===== src/rtl/icc_pkg.sv =====
package icc_pkg;

  typedef enum logic [2:0] {
    MD_TERM     = 3'd0,
    MD_ONESHOT  = 3'd1,
    MD_RATE     = 3'd2,
    MD_SQUARE   = 3'd3,
    MD_SWSTROBE = 3'd4,
    MD_HWSTROBE = 3'd5
  } icc_mode_e;

  // Codes 6 and 7 fold onto the rate and square modes.
  function automatic icc_mode_e canon_mode(input logic [2:0] code);
    case (code)
      3'd0: canon_mode = MD_TERM;
      3'd1: canon_mode = MD_ONESHOT;
      3'd2, 3'd6: canon_mode = MD_RATE;
      3'd4: canon_mode = MD_SWSTROBE;
      3'd5: canon_mode = MD_HWSTROBE;
      default: canon_mode = MD_SQUARE;
    endcase
  endfunction

  function automatic logic gate_pauses(input icc_mode_e m);
    gate_pauses = (m == MD_TERM) || (m == MD_RATE) ||
                  (m == MD_SQUARE) || (m == MD_SWSTROBE);
  endfunction

  function automatic logic gate_retrigs(input icc_mode_e m);
    gate_retrigs = (m == MD_ONESHOT) || (m == MD_RATE) ||
                   (m == MD_SQUARE) || (m == MD_HWSTROBE);
  endfunction

  function automatic logic is_periodic(input icc_mode_e m);
    is_periodic = (m == MD_RATE) || (m == MD_SQUARE);
  endfunction

endpackage


===== src/rtl/icc_rst_sync.sv =====
module icc_rst_sync #(
  parameter int STAGES = 2
) (
  input  logic clk,
  input  logic rst_n,
  output logic rst_sync_n
);
  logic [STAGES-1:0] sync_q;

  always_ff @(posedge clk or negedge rst_n) begin
    if (!rst_n) sync_q <= '0;
    else        sync_q <= {sync_q[STAGES-2:0], 1'b1};
  end

  assign rst_sync_n = sync_q[STAGES-1];
endmodule


===== src/rtl/icc_mode_reg.sv =====
module icc_mode_reg
  import icc_pkg::*;
#(
  parameter int CNT_W  = 16,
  localparam int TERM_W = CNT_W + 1
) (
  input  logic              clk,
  input  logic              rst_n,
  input  logic              load_strobe,
  input  logic [CNT_W-1:0]  load_value,
  input  logic [2:0]        mode_sel,
  output icc_mode_e         mode_q,
  output logic [CNT_W-1:0]  reload_q,
  output logic [TERM_W-1:0] term,
  output logic [TERM_W-1:0] half,
  output logic              pause_en,
  output logic              retrig_en,
  output logic              periodic
);
  icc_mode_e        mode_d;
  logic [CNT_W-1:0] reload_d;

  always_comb begin
    mode_d   = mode_q;
    reload_d = reload_q;
    if (load_strobe) begin
      mode_d   = canon_mode(mode_sel);
      reload_d = load_value;
    end
  end

  always_ff @(posedge clk or negedge rst_n) begin
    if (!rst_n) begin
      mode_q   <= MD_SQUARE;
      reload_q <= '0;
    end else begin
      mode_q   <= mode_d;
      reload_q <= reload_d;
    end
  end

  // Zero stands for the full 2^CNT_W period.
  assign term      = (reload_q == '0) ? (TERM_W'(1) << CNT_W) : {1'b0, reload_q};
  assign half      = (term + TERM_W'(1)) >> 1;
  assign pause_en  = gate_pauses(mode_q);
  assign retrig_en = gate_retrigs(mode_q);
  assign periodic  = is_periodic(mode_q);
endmodule


===== src/rtl/icc_gate_edge.sv =====
module icc_gate_edge (
  input  logic clk,
  input  logic rst_n,
  input  logic gate,
  output logic gate_rise
);
  logic gate_q;

  always_ff @(posedge clk or negedge rst_n) begin
    if (!rst_n) gate_q <= 1'b0;
    else        gate_q <= gate;
  end

  assign gate_rise = gate & ~gate_q;
endmodule


===== src/rtl/icc_elapsed.sv =====
module icc_elapsed #(
  parameter int CNT_W  = 16,
  localparam int TERM_W = CNT_W + 1
) (
  input  logic              clk,
  input  logic              rst_n,
  input  logic              cnt_en,
  input  logic              gate,
  input  logic              gate_rise,
  input  logic              load_strobe,
  input  logic              pause_en,
  input  logic              retrig_en,
  input  logic              periodic,
  input  logic [TERM_W-1:0] term,
  output logic [TERM_W-1:0] elap_q,
  output logic [CNT_W-1:0]  wrap_q,
  output logic              started_q
);
  logic [TERM_W-1:0] elap_d;
  logic [CNT_W-1:0]  wrap_d;
  logic              started_d;
  logic              restart;
  logic              tick;

  assign restart = load_strobe | (retrig_en & gate_rise);
  assign tick    = cnt_en & (gate | ~pause_en);

  always_comb begin
    elap_d    = elap_q;
    wrap_d    = wrap_q;
    started_d = started_q;
    if (restart) begin
      elap_d    = '0;
      wrap_d    = '0;
      started_d = 1'b0;
    end else if (tick) begin
      started_d = 1'b1;
      wrap_d    = wrap_q + CNT_W'(1);
      if (periodic) begin
        // Phase within the period.
        elap_d = (elap_q >= term - TERM_W'(1)) ? '0 : elap_q + TERM_W'(1);
      end else begin
        // Saturate one past the terminal count.
        elap_d = (elap_q > term) ? elap_q : elap_q + TERM_W'(1);
      end
    end
  end

  always_ff @(posedge clk or negedge rst_n) begin
    if (!rst_n) begin
      elap_q    <= '0;
      wrap_q    <= '0;
      started_q <= 1'b0;
    end else begin
      elap_q    <= elap_d;
      wrap_q    <= wrap_d;
      started_q <= started_d;
    end
  end
endmodule


===== src/rtl/icc_wave.sv =====
module icc_wave
  import icc_pkg::*;
#(
  parameter int CNT_W  = 16,
  localparam int TERM_W = CNT_W + 1
) (
  input  icc_mode_e         mode_q,
  input  logic [TERM_W-1:0] term,
  input  logic [TERM_W-1:0] half,
  input  logic [TERM_W-1:0] elap_q,
  input  logic [CNT_W-1:0]  wrap_q,
  input  logic              started_q,
  output logic              out_wave,
  output logic [CNT_W-1:0]  count_now
);
  logic [TERM_W:0]   dbl;
  logic [TERM_W:0]   dbl_red;
  logic [TERM_W-1:0] rate_cnt;
  logic [TERM_W:0]   sq_cnt;

  always_comb begin
    dbl      = {elap_q, 1'b0};
    dbl_red  = (dbl >= {1'b0, term}) ? dbl - {1'b0, term} : dbl;
    rate_cnt = term - elap_q;
    sq_cnt   = {1'b0, term} - dbl_red;
    out_wave  = 1'b0;
    count_now = term[CNT_W-1:0] - wrap_q;
    case (mode_q)
      MD_TERM:    out_wave = (elap_q >= term);
      MD_ONESHOT: out_wave = (elap_q < term);
      MD_RATE: begin
        out_wave  = started_q && (elap_q == '0);
        count_now = rate_cnt[CNT_W-1:0];
      end
      MD_SQUARE: begin
        out_wave  = (elap_q < half);
        count_now = sq_cnt[CNT_W-1:0];
      end
      default:    out_wave = (elap_q == term);
    endcase
  end
endmodule


===== src/rtl/icc_counter_channel.sv =====
module icc_counter_channel
  import icc_pkg::*;
#(
  parameter int CNT_W = 16
) (
  input  logic             clk,
  input  logic             rst_n,
  input  logic             cnt_en,
  input  logic             load_strobe,
  input  logic [CNT_W-1:0] load_value,
  input  logic [2:0]       mode_sel,
  input  logic             gate,
  output logic             out_wave,
  output logic [CNT_W-1:0] count_now
);
  localparam int TERM_W = CNT_W + 1;

  logic              rst_sync_n;
  icc_mode_e         mode_q;
  logic [CNT_W-1:0]  reload_q;
  logic [TERM_W-1:0] term;
  logic [TERM_W-1:0] half;
  logic              pause_en;
  logic              retrig_en;
  logic              periodic;
  logic              gate_rise;
  logic [TERM_W-1:0] elap_q;
  logic [CNT_W-1:0]  wrap_q;
  logic              started_q;

  icc_rst_sync #(.STAGES(2)) u_rst (
    .clk(clk), .rst_n(rst_n), .rst_sync_n(rst_sync_n)
  );

  icc_mode_reg #(.CNT_W(CNT_W)) u_mode (
    .clk(clk), .rst_n(rst_sync_n), .load_strobe(load_strobe),
    .load_value(load_value), .mode_sel(mode_sel), .mode_q(mode_q),
    .reload_q(reload_q), .term(term), .half(half), .pause_en(pause_en),
    .retrig_en(retrig_en), .periodic(periodic)
  );

  icc_gate_edge u_gate (
    .clk(clk), .rst_n(rst_sync_n), .gate(gate), .gate_rise(gate_rise)
  );

  icc_elapsed #(.CNT_W(CNT_W)) u_elap (
    .clk(clk), .rst_n(rst_sync_n), .cnt_en(cnt_en), .gate(gate),
    .gate_rise(gate_rise), .load_strobe(load_strobe), .pause_en(pause_en),
    .retrig_en(retrig_en), .periodic(periodic), .term(term),
    .elap_q(elap_q), .wrap_q(wrap_q), .started_q(started_q)
  );

  icc_wave #(.CNT_W(CNT_W)) u_wave (
    .mode_q(mode_q), .term(term), .half(half), .elap_q(elap_q),
    .wrap_q(wrap_q), .started_q(started_q), .out_wave(out_wave),
    .count_now(count_now)
  );
endmodule


===== config.mk =====
export PLATFORM = sky130hd
export DESIGN_NAME = icc_counter_channel
export DESIGN_NICKNAME = d
export VERILOG_FILES = /design/src/rtl/icc_pkg.sv /design/src/rtl/icc_rst_sync.sv /design/src/rtl/icc_mode_reg.sv /design/src/rtl/icc_gate_edge.sv /design/src/rtl/icc_elapsed.sv /design/src/rtl/icc_wave.sv /design/src/rtl/icc_counter_channel.sv
export SDC_FILE = /design/constraint.sdc
export NUM_CORES = 1
export LEC_CHECK = 0
export BUFFER_PORTS_ARGS = -buffer_cell sky130_fd_sc_hd__buf_2
export CAP_MARGIN = 20
export CORE_MARGIN = 4
export CORE_UTILIZATION = 57
export CTS_CLUSTER_SIZE = 12
export DETAILED_ROUTE_END_ITERATION = 8
export PLACE_DENSITY = 0.8
export SYNTH_ARGS = -nofsm -noshare
export SYNTH_HDL_FRONTEND = slang
export SYNTH_SLANG_ARGS = --single-unit

===== constraint.sdc =====
create_clock -name clk -period 6.1 [get_ports clk]
set_input_delay 0.305 -clock clk [delete_from_list [all_inputs] [get_ports clk]]
set_output_delay 0.305 -clock clk [all_outputs]
set_load 0.01 [all_outputs]

# ---- Word level (Yosys, flattened, before mapping)
# Index checks and enable logic that the tools add are counted.
dict set report totals {
  regBits 56
  latchBits 0
  ram_bits 0
  rom_bits 0
  output_inout_bits 17
  elab_cells 69
  mem_count 0
}
dict set report classes {
  addsub 8
  n_mul 0
  n_div 0
  magnitude_cmp 6
  eq_ne 12
  shift 0
  mux 14
  bitwise 7
  reduce_logical 15
}
# cell count
set op_table {}
lappend op_table {{17-bit 2-to-1 mux} 6}
lappend op_table {{16-bit subtractor} 4}
lappend op_table {{16-bit 2-to-1 mux} 3}
lappend op_table {{17-bit by 1-bit adder with 17-bit output, second input constant} 2}
lappend op_table {{17-bit >= comparator} 2}
lappend op_table {{16-bit case mux with 2 select lines} 1}
lappend op_table {{18-bit by 17-bit >= comparator with 1-bit output} 1}
lappend op_table {{17-bit == test} 1}
lappend op_table {{17-bit > comparator} 1}
lappend op_table {{17-bit logical NOT} 1}
lappend op_table {{17-bit by 16-bit < comparator with 1-bit output} 1}
lappend op_table {{17-bit < comparator} 1}
lappend op_table {{17-bit by 1-bit subtractor with 17-bit output, second input constant} 1}
lappend op_table {{16-bit by 1-bit adder with 16-bit output, second input constant} 1}
lappend op_table {{16-bit logical NOT} 1}
lappend op_table {{3-bit == test, second input constant} 5}
lappend op_table {{3-bit case mux with 5 select lines} 1}
lappend op_table {{3-bit by 2-bit == test with 1-bit output, second input constant} 3}
lappend op_table {{1-bit logical OR} 7}
lappend op_table {{3-bit by 1-bit == test with 1-bit output, second input constant} 2}
lappend op_table {{3-bit logical NOT} 2}
lappend op_table {{1-bit case mux with 4 select lines} 1}
lappend op_table {{1-bit AND} 3}
lappend op_table {{3-bit by 2-bit inequality test with 1-bit output, second input constant} 1}
lappend op_table {{7 further kinds} 10}

# ---- Depth between registers and ports, before layout
# Gate-level depths: netlist (run 1).
dict set report depth {
  word_depth 9
  ltp_mapped 27
  depth_no_buf 26
}

# ---- Modules after synthesis
# From an unflattened synthesis (run 1), not the netlist that was laid out.
dict set report hier_totals {
  cells_unflattened 842
  hier_area_um2 6996.7
}
# module n_inst cells_each area_per_inst_um2
set modules_own_cells {}
lappend modules_own_cells {icc_elapsed 1 334 2895.3}
lappend modules_own_cells {icc_wave 1 379 2796.4}
lappend modules_own_cells {icc_mode_reg 1 124 1212.4}
lappend modules_own_cells {icc_rst_sync 1 3 53.8}
lappend modules_own_cells {icc_gate_edge 1 2 38.8}

# ---- Worst setup path before layout (run 1)
# No wires, ideal clock.
dict set report synth_path {
  path_kind {register to output}
  startpoint {reg u_mode.reload_q[6]}
  endpoint {out count_now[14]}
  t_arrival_ns 5.574
  required_ns 5.795
  slack_ns 0.221
  stages_incl_launch_ff 26
  path_cell_list {dfrtp_1 buf_2 or4_4 nor4_4 inv_1 nand2_1 ha_1 ha_1 and2_1 a311oi_1 a21oi_1 a31oi_2 buf_2 mux2i_1 mux2i_1 nor2_1 a21oi_1 ha_1 nor2b_1 o21ai_0 a21boi_0 o21ai_0 a21boi_0 o2111ai_1 a31oi_1 o311ai_0}
}
dict set report synth_between {
  elab_chain_len 6
  word_cells_on_any_way 9
  classes_between {add/sub: 4; order compare: 1; mux: 3; reduce/logical: 1}
}
# item line
set synth_rtl {}
lappend synth_rtl {{from (decl)} icc_mode_reg.sv:13} ;# output logic [CNT_W-1:0] reload_q,
lappend synth_rtl {{from (signal assigned)} icc_mode_reg.sv:38} ;# reload_q <= reload_d;
lappend synth_rtl {{16-bit logical NOT} icc_mode_reg.sv:43} ;# assign term = (reload_q == '0) ? (TERM_W'(1) << CNT_W) : {1'b0, reload_q};
lappend synth_rtl {{17-bit 2-to-1 mux *} icc_mode_reg.sv:43}
lappend synth_rtl {{16-bit subtractor / 18-bit by 17-bit >= comparator with 1-bit output (equally long branches)} icc_wave.sv:23} ;# dbl_red = (dbl >= {1'b0, term}) ? dbl - {1'b0, term} : dbl;
lappend synth_rtl {{16-bit 2-to-1 mux} icc_wave.sv:23}
lappend synth_rtl {{16-bit subtractor} icc_wave.sv:25} ;# sq_cnt = {1'b0, term} - dbl_red;
lappend synth_rtl {{16-bit case mux with 2 select lines *} icc_wave.sv:28} ;# case (mode_q)
lappend synth_rtl {{to (decl)} icc_counter_channel.sv:14} ;# output logic [CNT_W-1:0] count_now
# Mark *: on every way between the ends. The rest lies on a longest branch, timed or not.

# ---- Worst setup path after layout (run 1)
dict set report layout_path {
  startpoint {reg u_mode.reload_q[4]}
  endpoint {out count_now[15]}
}
# The elaborated chain is that of the path after synthesis.

==> metrics.txt, run 1 <==
failing checks negative setup slack; Logic pwr share 45.2%; clock root buffer master clkbuf_8; Total GRT Usage approximately 30%; ys async rst share 100%; startpoint class of the critical path flip-flop; clk buf depth 2; nets 960; cell area after layout just over 7000 um^2; DP HPWL ~15000 um; dpl cell area about 6800 um^2; Min Clock Period, post-route ~6000 ps; Die H ~110 um; total congestion overflow 0; vias in the first global route 6321; Die W approximately 110 um; Power Internal ~0.75 mW; Syn Inst Count 790; Final setup viols 1; RSZ-0062 raised after global routing true; worst setup margin -38.4 ps; power per cell area 167 nW/um^2; Max rail drop VDD approximately 0.00013 V; htree depth 2; synth unique cells 63; Die ar. 12800 um^2; Final GP Congestion 1.03; sequential area share after synthesis 22.3%; Yosys reg bits 56; max-cap violation count 0; Synth Warn # 0; First DRT Iteration DRCs 619; worst skew pair latency 340 ps; fmax ~0.16 GHz; critical path type flip-flop to primary output; crit path max fanout 11; hold path cells 1; Worst Path Arrival 5830 ps; Seq pwr share 33.9%; via count 6421; Worst-path clk slew 110 ps; Post-Synthesis Cell Area 6300 um^2; status finished with violations; Worst Path Required 5790 ps; max-slew violation count 0; clock network power share 21.0%; fin crit share 101%; final WL 19500 um; P&R area growth vs syn 15.2%; non-filler cells, final 989; CTS tree yes; worst slew pin tran 1060 ps; Tot Pwr 1.21 mW; ANT cells 0; drt drc 0; number of enable flip-flop cells after synthesis 0; # rows 38; endpoints failing hold 0; Reg2Reg Depth 18; clock sinks 56; Main synth FF type dfrtp_1; Mapped Avg Cell Area around 8 um^2; Sw Share 38.5%; global-route wire length before repair just over 30000 um; LEAKAGE 3.45 nW; Layout Skew between 15 and 20 ps; wire per inst 19.8 um; buffers added on ports 40; Worst Setup End Kind primary output; vias per cell 6.49; dpl cells approximately 960; largest net degree at the start of global routing 38; setup_tns -38.4 ps; share of cells above drive strength 1 18.1%; core footprint approximately 11000 um^2; sw power 0.468 mW; initial antenna violation count 0; DRT Pass-1 Iters 5; initial core utilization 58.1%; Hold Path Class primary input to flip-flop; post-route ant nets 0; I/O pin cnt approximately 40; Slew HR 29.3%; CTS buffer count 5
[cell usage after synthesis, types with 6 or more instances]
library cell / count / share of area [%]
and3_1: 19 / 1.9
nor2_1: 58 / 3.5
inv_1: 42 / 2.5
a211oi_1: 13 / 1.5
or3_1: 6 / 0.60
clkbuf_1: 36 / 2.1
xor2_1: 19 / 2.6
a31oi_1: 6 / 0.60
nand2_1: 59 / 3.5
a21o_1: 24 / 2.9
o21ai_0: 55 / 4.4
mux2i_1: 18 / 2.9
and2_1: 6 / 0.60
nor2b_1: 10 / 0.99
nand3_1: 34 / 2.7
nand4_1: 20 / 2.0
xnor2_1: 43 / 6.0
nor3_1: 16 / 1.3
ha_1: 86 / 17
nand2b_1: 8 / 0.79
dfrtp_1: 54 / 21
a21oi_1: 66 / 5.2
o21a_1: 9 / 1.1
[area by class of cell]
type	count	area [um^2]
inverter	42	158
sequential	56	1410
fill	882	3590
tap	140	175
clock inverter	2	35.0
timing repair buffer	97	664
clock buffer	6	72.6
multi-input combinational	646	4740
[power by group through the flow]
stage	combinational [mW]	sequential [mW]	clock [mW]
5_1_grt	0.598	0.414	0.275
3_3_place_gp	0.457	0.416	0
4_1_cts	0.493	0.410	0.260
3_5_place_dp	0.474	0.417	0
2_1_floorplan	0.335	0.412	0
6_report	0.548	0.411	0.254
[worst max-delay path, stage by stage, from the launching register on]
cell	delay, ps
dfrtp_1	410
or3_4	410
nand3b_1	290
nor4_4	390
inv_2	110
nand2_4	90
ha_4	210
ha_4	150
and2_4	140
a311oi_2	300
a21oi_2	120
a31oi_2	260
buf_4	190
buf_12	130
mux2i_1	180
a21oi_1	90
a21oi_1	150
ha_1	300
o21a_1	200
o21a_1	190
o21ai_2	150
a21oi_2	60
a31oi_2	250
buf_4	160
a211o_1	130
o311ai_2	110
xnor2_1	180
buf_2	150
[cells by family (layout without fill, tap and decap cells)]
logic type | after synthesis | count (layout) | synth area share, %
flip-flops | 56 | 56 | 22.3
buffers and inverters | 89 | 147 | 5.58
XOR/XNOR | 62 | 62 | 8.62
other | 1 | 2 | 0.0595
AO/OA/AOI/OAI | 213 | 213 | 21.0
multiplexers | 21 | 21 | 3.40
adder cells (fa/ha/maj) | 88 | 88 | 17.7
AND/OR/NAND/NOR | 260 | 260 | 21.3
[layout by cell type, fill, tap and decap left out, drive strengths merged, types with 19 or more instances in the layout]
master / count
a21o: 24
a21oi: 67
and3: 19
buf: 95
dfrtp: 54
ha: 86
inv: 42
nand2: 60
nand3: 34
nand4: 20
nor2: 58
o21ai: 55
xnor2: 43
xor2: 19
[through the flow]
step                      hold slack [ps]  setup WS, ps  utilization (%)
after floorplan                      9.41           221                -
after global placement               89.6           223             62.4
after detailed placement             90.3          4.21             62.4
after CTS                            86.7          4.37             64.4
after global routing                 87.5          -363             66.9
final                                99.8         -38.4             66.9
[layer usage]
layer / global-route usage, % / wire length [um]
met1: 37.1 / 7640
met2: 50.8 / 9140
met3: 5.56 / 1650
met4: 15.4 / 1100
met5: 0 / 0
[worst paths after layout]
path | endpoint | slack [ps] | startpoint
max in group asynchronous | u_mode.mode_q[0] | 4960 | u_rst.sync_q[1]
worst min-delay path | u_gate.gate_q | 100 | gate
worst max register to register | u_elap.elap_q[8] | 1310 | u_mode.reload_q[7]
min in group asynchronous | u_mode.reload_q[4] | 260 | u_rst.sync_q[1]
worst min register to register | u_mode.reload_q[4] | 260 | u_rst.sync_q[1]
worst max-delay path | count_now[15] | -40 | u_mode.reload_q[4]
[registers in the layout, indices dropped and copies added, names as in the netlist]
register and count:
u_elap.elap_q 17, u_elap.wrap_q 16, u_elap.started_q 1, u_rst.sync_q 2, u_gate.gate_q 1, u_mode.mode_q 3, u_mode.reload_q 16
[timing repair]
item                                    4_1_cts  5_1_grt
gates cloned                                  0        1
pin swaps                                    12       28
buffers inserted                              6       11
hold buffers                                  1        0
resized for setup                            17       38
endpoints found under the hold margin         2        0
endpoints found under the setup margin        5        9
No activity file was read; power rests on OpenSTA's default activity.
==> inputs of run 2 (changes only) <==
- SKIP_CTS_REPAIR_TIMING: default -> 1
==> metrics.txt, run 2 (synthesis results as in run 1) <==
Layout Skew 16.4 ps (-0.656 ps); most common cell after layout, fill and taps aside ha_1; endpoints failing hold 0 (unchanged); non-filler cells, final 987 (-0.20%); initial antenna violation count 0 (unchanged); First DRT Iteration DRCs 589 (-4.8%); Total GRT Usage 29.9% (-0.38 points); Reg2Reg Depth 18 (unchanged); max-cap violation count 0 (unchanged); Largest regs u_elap.elap_q (17), u_elap.wrap_q (16), u_mode.reload_q (16); # rows 38 (unchanged); sw power 0.458 mW (-2.1%); max-slew violation count 0 (unchanged); Die ar. 12800 um^2 (unchanged); Sw Share 38.3% (-0.21 points); wire per inst 19.6 um (-0.97%); Final GP Congestion 1.03 (unchanged); Max rail drop VDD 0.000127 V (about the same); initial core utilization 58.1% (unchanged); nets 958 (-0.21%); Logic pwr share 44.2% (-1.0 points); drt drc 0 (unchanged); Worst-path clk slew 110 ps (about the same); FF-to-FF Start u_mode.reload_q[7]; via count 6334 (-1.4%); Worst Setup End Kind primary output; share of cells above drive strength 1 16.9% (-1.3 points); Buf/Inv on CP 4 (-1); Min Hold Slack 98.6 ps (-1.22 ps); Power Internal 0.737 mW (-1.2%); Biggest register u_elap.elap_q; LEAKAGE 3.41 nW (-0.98%); htree depth 2 (unchanged); CTS tree yes; fill cell count 913 (+3.5%); clock root buffer master clkbuf_8; status finished, final reports clean; vias in the first global route 6235 (-1.4%); crit path max fanout 5 (-6); core footprint 10800 um^2 (unchanged); Hold Startpoint gate; RSZ-0062 raised after global routing true; global-route wire length before repair 30500 um (-1.3%); Worst Path Arrival 5680 ps (-150 ps); total congestion overflow 0 (unchanged); Worst Path Required 5790 ps (about the same); clk buf depth 2 (unchanged); startpoint class of the critical path flip-flop; worst slew pin tran 1020 ps (-39.5 ps); Final setup viols 0 (-1); power per cell area 167 nW/um^2 (-0.17%); flop2flop setup slack 1300 ps (about the same); Hold Path Class primary input to flip-flop; reg2reg end u_elap.elap_q[8]; most frequent cells in the layout ha_1, a21oi_1, nand2_1, nor2_1, dfrtp_1; I/O pin cnt 41 (unchanged); final WL 19300 um (-1.2%); DRT Pass-1 Iters 6 (+1); Die H 113 um (unchanged); clock network power share 21.4% (+0.4 points); max reg flops 17 (unchanged); critical path type flip-flop to primary output; vias per cell 6.42 (-1.2%); Slew HR 31.9% (+2.6 points); worst skew pair latency 340 ps (about the same); Crit path depth 27 (unchanged); fmax 0.167 GHz (+2.6%); Min Clock Period, post-route 5980 ps (-154 ps); crit-path leading delay family simple AND/OR/NAND/NOR gates; ANT cells 0 (unchanged); clock sinks 56 (unchanged); hold worst-path end u_gate.gate_q; DP HPWL 14800 um (unchanged); fin crit share 98.1% (-2.5 points); CTS buffer count 5 (unchanged); CP max-delay cell dfrtp_1; Die W 113 um (unchanged); P&R area growth vs syn 13.6%; dpl cells 962 (unchanged); largest net degree at the start of global routing 38 (unchanged); hold path cells 1 (unchanged); post-route ant nets 0 (unchanged); buffers added on ports 40 (unchanged); CP peak stage delay 400 ps (about the same); Seq pwr share 34.4% (+0.5 points)
[run 2: final cells by class]
class	instances	area [um^2]	area share (%)
Clock buffer	6	72.6	1.01
Clock inverter	2	35.0	0.490
Inverter	42	158	2.20
Multi-Input combinational cell	646	4680	65.5
Sequential cell	56	1410	19.6
Tap cell	140	175	2.45
Timing Repair Buffer	95	624	8.73
[run 2: metrics by stage]
stage	area, um^2	setup slack (ps)	setup TNS, ps	total power, mW	utilization [%]
after floorplan	6300	221	0	0.746	-
after global placement	6770	223	0	0.873	62.4
after detailed placement	6770	4.21	0	0.891	62.4
after CTS	6880	-418	-1250	1.15	63.4
after global routing	7150	-300	-801	1.27	66.0
final	7150	115	0	1.19	66.0
[run 2: power by group through the flow]
stage | Clock (mW) | Combinational [mW] | Sequential [mW]
2_1_floorplan | 0 | 0.335 | 0.412
3_5_place_dp | 0 | 0.474 | 0.417
4_1_cts | 0.260 | 0.476 | 0.410
6_report | 0.255 | 0.529 | 0.411
5_1_grt | 0.275 | 0.579 | 0.414
3_3_place_gp | 0 | 0.457 | 0.416
[run 2: worst max-delay path by stage]
stage,startpoint,endpoint,slack (ps)
after floorplan,u_mode.reload_q[6],count_now[14],220
after global placement,u_mode.reload_q[1],count_now[14],220
after detailed placement,u_mode.reload_q[1],count_now[14],4
after CTS,u_mode.reload_q[1],count_now[14],-420
after global routing,u_mode.reload_q[2],count_now[12],-300
final,u_mode.reload_q[2],count_now[12],120
[run 2: metal layers]
layer	up-vias	routed length, um	global-route usage (%)	share of wire [%]
met5	-	0	0	0
met4	0	768	13.6	4.0
met3	61	1440	5.40	7.5
met2	276	9200	50.6	48
met1	3043	7900	37.0	41
li1	2954	-	-	-
